[src/rtl/csla_mux_pkg.sv]
package csla_mux_pkg;
  // Constant data words for the 4:1 logic multiplexer, bit index = {sel_hi, sel_lo}.
  localparam logic [3:0] LUT_XOR = 4'b0110;
  localparam logic [3:0] LUT_AND = 4'b1000;
  localparam logic [3:0] LUT_OR  = 4'b1110;
  // Bits per selectable slice.
  localparam int unsigned SLICE_W = 2;
endpackage

[src/rtl/mux_lut.sv]
module mux_lut #(
  parameter logic [3:0] TBL = 4'b0000
) (
  input  logic sel_hi,
  input  logic sel_lo,
  output logic y
);
  always_comb begin
    y = TBL[{sel_hi, sel_lo}];
  end
endmodule

[src/rtl/slice_add_zero.sv]
// Two-bit adder with carry-in known to be zero: seven table multiplexers.
module slice_add_zero
  import csla_mux_pkg::*;
(
  input  logic [1:0] a,
  input  logic [1:0] b,
  output logic [1:0] s,
  output logic       co
);
  logic c_lo, p_hi, g_hi, t_hi;

  mux_lut #(.TBL(LUT_XOR)) u_s0 (.sel_hi(a[0]), .sel_lo(b[0]), .y(s[0]));
  mux_lut #(.TBL(LUT_AND)) u_c0 (.sel_hi(a[0]), .sel_lo(b[0]), .y(c_lo));
  mux_lut #(.TBL(LUT_XOR)) u_p1 (.sel_hi(a[1]), .sel_lo(b[1]), .y(p_hi));
  mux_lut #(.TBL(LUT_AND)) u_g1 (.sel_hi(a[1]), .sel_lo(b[1]), .y(g_hi));
  mux_lut #(.TBL(LUT_XOR)) u_s1 (.sel_hi(p_hi), .sel_lo(c_lo), .y(s[1]));
  mux_lut #(.TBL(LUT_AND)) u_t1 (.sel_hi(p_hi), .sel_lo(c_lo), .y(t_hi));
  mux_lut #(.TBL(LUT_OR))  u_co (.sel_hi(g_hi), .sel_lo(t_hi), .y(co));
endmodule

[src/rtl/slice_add_var.sv]
// Two-bit adder with a live carry-in: five table multiplexers per bit.
module slice_add_var
  import csla_mux_pkg::*;
(
  input  logic [1:0] a,
  input  logic [1:0] b,
  input  logic       ci,
  output logic [1:0] s,
  output logic       co
);
  logic [2:0] chain;
  assign chain[0] = ci;

  for (genvar i = 0; i < SLICE_W; i++) begin : g_bit
    logic prop, gen, term;
    mux_lut #(.TBL(LUT_XOR)) u_p (.sel_hi(a[i]),  .sel_lo(b[i]),     .y(prop));
    mux_lut #(.TBL(LUT_AND)) u_g (.sel_hi(a[i]),  .sel_lo(b[i]),     .y(gen));
    mux_lut #(.TBL(LUT_XOR)) u_s (.sel_hi(prop),  .sel_lo(chain[i]), .y(s[i]));
    mux_lut #(.TBL(LUT_AND)) u_t (.sel_hi(prop),  .sel_lo(chain[i]), .y(term));
    mux_lut #(.TBL(LUT_OR))  u_c (.sel_hi(gen),   .sel_lo(term),     .y(chain[i+1]));
  end

  assign co = chain[SLICE_W];
endmodule

[src/rtl/slice_pick.sv]
// Chooses between the two precomputed slice results using the incoming carry.
module slice_pick
  import csla_mux_pkg::*;
(
  input  logic               sel,
  input  logic [SLICE_W-1:0] s_c0,
  input  logic               co_c0,
  input  logic [SLICE_W-1:0] s_c1,
  input  logic               co_c1,
  output logic [SLICE_W-1:0] s,
  output logic               co
);
  always_comb begin
    s  = sel ? s_c1  : s_c0;
    co = sel ? co_c1 : co_c0;
  end
endmodule

[src/rtl/csla_mux_adder.sv]
module csla_mux_adder
  import csla_mux_pkg::*;
#(
  parameter int unsigned WIDTH = 16
) (
  input  logic [WIDTH-1:0] a,
  input  logic [WIDTH-1:0] b,
  input  logic             cin,
  output logic [WIDTH-1:0] sum,
  output logic             cout
);
  localparam int unsigned NSLICE = WIDTH / SLICE_W;

  if ((WIDTH % SLICE_W) != 0 || WIDTH < SLICE_W) begin : g_bad_width
    $error("csla_mux_adder: WIDTH must be a positive even number");
  end

  logic [NSLICE-1:0] slice_co;

  for (genvar k = 0; k < NSLICE; k++) begin : g_slice
    localparam int unsigned LO = k * SLICE_W;
    if (k == 0) begin : g_first
      slice_add_var u_add (
        .a (a[LO +: SLICE_W]),
        .b (b[LO +: SLICE_W]),
        .ci(cin),
        .s (sum[LO +: SLICE_W]),
        .co(slice_co[k])
      );
    end else begin : g_upper
      logic [SLICE_W-1:0] s0, s1;
      logic               c0, c1;
      slice_add_zero u_add0 (
        .a (a[LO +: SLICE_W]),
        .b (b[LO +: SLICE_W]),
        .s (s0),
        .co(c0)
      );
      slice_add_var u_add1 (
        .a (a[LO +: SLICE_W]),
        .b (b[LO +: SLICE_W]),
        .ci(1'b1),
        .s (s1),
        .co(c1)
      );
      slice_pick u_pick (
        .sel  (slice_co[k-1]),
        .s_c0 (s0),
        .co_c0(c0),
        .s_c1 (s1),
        .co_c1(c1),
        .s    (sum[LO +: SLICE_W]),
        .co   (slice_co[k])
      );
    end
  end

  assign cout = slice_co[NSLICE-1];
endmodule

[config.mk]
export PLATFORM = sky130hd
export DESIGN_NAME = csla_mux_adder
export DESIGN_NICKNAME = d
export VERILOG_FILES = /design/src/rtl/csla_mux_pkg.sv /design/src/rtl/mux_lut.sv /design/src/rtl/slice_add_zero.sv /design/src/rtl/slice_add_var.sv /design/src/rtl/slice_pick.sv /design/src/rtl/csla_mux_adder.sv
export SDC_FILE = /design/constraint.sdc
export NUM_CORES = 1
export LEC_CHECK = 0
export ABC_AREA = 1
export BUFFER_PORTS_ARGS = -buffer_cell sky130_fd_sc_hd__buf_2
export CORE_AREA = 4 4 53 55
export DETAILED_ROUTE_END_ITERATION = 7
export DIE_AREA = 0 0 57 59
export PLACE_DENSITY = 0.78
export SETUP_SLACK_MARGIN = 0.15
export SYNTH_ARGS = -nofsm -noshare
export SYNTH_HDL_FRONTEND = slang
export SYNTH_SLANG_ARGS = --single-unit
[constraint.sdc]
create_clock -name vclk -period 2.4
set_input_delay 0.12 -clock vclk [all_inputs]
set_output_delay 0.12 -clock vclk [all_outputs]
set_load 0.005 [all_outputs]
## Word level (Yosys, flattened, before mapping)

Index checks and enable logic that the tools add are counted.
Widths: inputs -> output; s select.

- Add/sub/neg operators: 0
- Multiply operators: 0
- Divide/modulo/power cells: 0
- Magnitude comparators: 62
- Equality and inequality tests: 0
- Shifts and indexed selects: 0
- Multiplexer cells: 216
- Bitwise gates (word level): 0
- Reductions and logical operators: 0

Operator list:

| kind | count |
|---|---|
| $lt 2x3->1 const B | 62 |
| $bmux 1 s2 | 87 |
| $mux 1 | 122 |
| $mux 2 | 7 |

- Flip-flop bits (word level): 0
- Latch bits: 0
- Memory bits (writable): 0
- Memory bits (read-only): 0
- Bits of input ports: 33
- Logic and storage cells: 278
- Memories: 0

## Depth between registers and ports, before layout

- Word-level depth: 17
- Depth in mapped cells: 15
- Depth with buffers taken out: 15

## Hierarchy

Synthesis repeated with hierarchy kept, for this count alone.

- Cells, all modules: 511
- Area total of the unflattened synthesis: 1,918.1 um^2

Modules (own cells, without submodules):

| module | instances | cells an instance | area an instance (um^2) | sequential area each (um^2) |
|---|---|---|---|---|
| mux_lut at g_slice[0].g_first.u_add.g_bit[0].u_p ... | 53 | 5 | 18.8 | 0.0 |
| mux_lut at g_slice[0].g_first.u_add.g_bit[0].u_g ... | 53 | 2 | 7.5 | 0.0 |
| slice_pick | 7 | 10 | 37.5 | 0.0 |
| mux_lut at g_slice[0].g_first.u_add.g_bit[0].u_c ... | 23 | 3 | 11.3 | 0.0 |
| csla_mux_adder | 1 | 1 | 3.8 | 0.0 |

## Least setup slack after synthesis

No wires, ideal clock.

- Path type: input to output
- From: input port a[0]
- To: output port sum[12]
- Data arrival time: 1.692 ns
- Data required time: 2.280 ns
- Path slack: 0.588 ns
- Stages on the path: 12
- Cells stage by stage: fa_1 > inv_1 > fa_1 > inv_2 > nand2_2 > nand3_4 > nand3_2 > nand3_4 > nand2_4 > nand2_4 > nand2_2 > xor2_2

- Word-level cells in the longest chain between the ends: 16
- Elaborated cells on any way between the ends: 18
- Classes of those cells: 18 x mux

Ends and longest elaborated chain:

| element | line | RTL |
|---|---|---|
| start: declaration | csla_mux_adder.sv:6 | `input logic [WIDTH-1:0] a,` |
| $bmux 1 s2 | mux_lut.sv:9 | `y = TBL[{sel_hi, sel_lo}];` |
| $mux 1 (implied by the code) | mux_lut.sv:9 |  |
| $bmux 1 s2 | mux_lut.sv:9 |  |
| $mux 1 (implied by the code) | mux_lut.sv:9 |  |
| $bmux 1 s2 (*) | mux_lut.sv:9 |  |
| $mux 1 (implied by the code) (*) | mux_lut.sv:9 |  |
| $bmux 1 s2 (*) | mux_lut.sv:9 |  |
| $mux 1 (implied by the code) (*) | mux_lut.sv:9 |  |
| $bmux 1 s2 (*) | mux_lut.sv:9 |  |
| $mux 1 (implied by the code) (*) | mux_lut.sv:9 |  |
| $mux 1 (*) (5 in series) | slice_pick.sv:15 | `co = sel ? co_c1 : co_c0;` |
| $mux 2 (*) | slice_pick.sv:14 | `s = sel ? s_c1 : s_c0;` |
| end: declaration | csla_mux_adder.sv:9 | `output logic [WIDTH-1:0] sum,` |

Every way passes the cells marked *; elsewhere a longest branch is shown, timed or not. The select of a mux whose other input is x is not followed.

## Final worst setup path

Same ends and word-level chain as after synthesis.

==> flow_metrics.env <==
export IMPL_total_power_mw=0.387
export IMPL_drt_pre_antenna_iters=2
export IMPL_yosysMostFrequentCell="inv_1"
export IMPL_ant_nets=0
export IMPL_setup_tns_ns=0
export IMPL_io_buffers=50
export IMPL_tightest_slew_ns=0.159
export IMPL_antenna_found_initial=0
export IMPL_grt_max_degree=5
export IMPL_crit_path_end_kind="primary output"
export IMPL_num_fill_cells=237
export IMPL_ys_types=19
export IMPL_hpwl_um=1810
export IMPL_hold_path_class="primary input to primary output"
export IMPL_power_density_mw_per_mm2=260
export IMPL_place_congestion=0.735
export IMPL_rsz0062_at_grt="no"
export IMPL_synth_area_mm2=0.00115
export IMPL_seq_area_um2=0
export IMPL_wirelength_um=2020
export IMPL_ir_worst_vdd_v=0.000133
export IMPL_synth_cells=147
export IMPL_die_x_um=57
export IMPL_die_area_mm2=0.00336
export IMPL_synth_largest_area_cell="fa_1"
export IMPL_post_route_util=0.622
export IMPL_slew_viol_final=0
export IMPL_clock_buffer_count=0
export IMPL_status="finished clean"
export IMPL_dpl_cell_area_mm2=0.00142
export IMPL_leakagePower_nw=0.916
export IMPL_routedWlPerCell_um=8.89
export IMPL_max_freq_mhz=484
export IMPL_period_share=0.861
export IMPL_post_route_min_period_ns=2.07
export IMPL_seq_cell_count=0
export IMPL_vias=1003
export IMPL_syn_nets=210
export IMPL_required_ns=2.28
export IMPL_drive_gt1_frac=0.406
export IMPL_nets=262
export IMPL_hold_depth=3
export IMPL_area_growth_pct=29.4
export IMPL_yosysSeqAreaShare=0
export IMPL_path_class="primary input to primary output"
export IMPL_fin_area_mm2=0.00149
export IMPL_postCtsHoldBufs=0
export IMPL_grt_pass1_wl_um=3370
export IMPL_slew_headroom=0.894
export IMPL_rows=18
export IMPL_dieHeight_um=59
export IMPL_start_util=0.481
export IMPL_grt_pass1_vias=920
export IMPL_vias_per_cell=4.42
export IMPL_synth_common_cells="58 x inv_1, 16 x fa_1, 14 x ha_1, 14 x nand3_1, 11 x nand2_1"
export IMPL_synth_area_leaders="fa_1 28%, inv_1 19%, ha_1 15%, nand3_4 7.6%, nand3_1 6.1%"
export IMPL_drc=0
export IMPL_hold_viol=0
export IMPL_grtUsageTotal=0.117
export IMPL_setup_viol=0
export IMPL_synth_area_per_cell_um2=7.81
export IMPL_drv_cap=0
export IMPL_cp_max_fo=4
export IMPL_critPathArrivalTime_ns=1.95
export IMPL_ioPinCount=50
export IMPL_insertedDiodeCount=0
export IMPL_drt_initial_drc_count=11
export IMPL_overflow=0
export IMPL_core_area_mm2=0.00239
export IMPL_ys_warn_count=0
export IMPL_synth_top_area_share=0.279
export IMPL_cp_start_kind="primary input"
[worst max-delay path: stages]
cell and delay [ns]:
buf_2 0.11, fa_2 0.37, inv_2 0.07, fa_2 0.24
inv_2 0.08, nand2_2 0.09, nand3_4 0.10, nand2_4 0.10
nand2_4 0.06, nand3_4 0.09, nand2_4 0.08, nand2_4 0.09
nand2_2 0.08, xor2_2 0.14, buf_2 0.12
[routing by layer]
layer | GRT usage | share of wire | up-vias
li1 | - | - | 520
met1 | 0.161 | 0.42 | 459
met2 | 0.215 | 0.52 | 24
met3 | 0.00654 | 0.057 | 0
met4 | 0 | 0 | 0
met5 | 0 | 0 | -
[where the power goes]
group          switching [mW]  internal [mW]  leakage [nW]  total, mW
sequential                  0              0             0          0
clock                       0              0             0          0
combinational           0.209          0.178         0.916      0.387
[metrics by stage]
stage                     instances  worst slack [ns]  hold WS [ns]
after floorplan                 147             0.588         0.461
after global placement          225             0.305         0.563
after detailed placement        225             0.259         0.568
after CTS                       225             0.259         0.568
after global routing            227             0.185         0.633
final                           227             0.333         0.604
[cells by family after synthesis]
kind of cell	share of synthesized area
AOI/OAI and AO/OA	0.0262
xor gates and xnor gates	0.0524
adders and majority gates	0.432
buffers and inverters	0.206
and+or+nand+nor	0.284
[timing repair]
item                       in CTS  in global routing
setup buffers                   0                  2
gates resized for setup         0                 11
setup endpoints to repair       0                  5
[layout make-up]
class | count | area (um2) | area share
multi-input cells | 86 | 961 | 0.647
repair buffers | 52 | 265 | 0.179
well taps | 30 | 37.5 | 0.0253
inverters | 59 | 221 | 0.149
[placed cells by master, fill, tap and decap left out, types with 3 or more instances in the layout]
cell	instances
nand3_1	8
nand2_4	5
xor2_1	3
ha_1	14
nand2_1	11
nand2_2	3
o21ai_0	4
buf_2	50
inv_1	57
fa_1	14
nand3_2	8
nand3_4	7
[path summary, 6_finish.rpt]
kind / start / end
min: cin / sum[0]
max: a[0] / sum[12]
(Power assumes the default switching activity.)
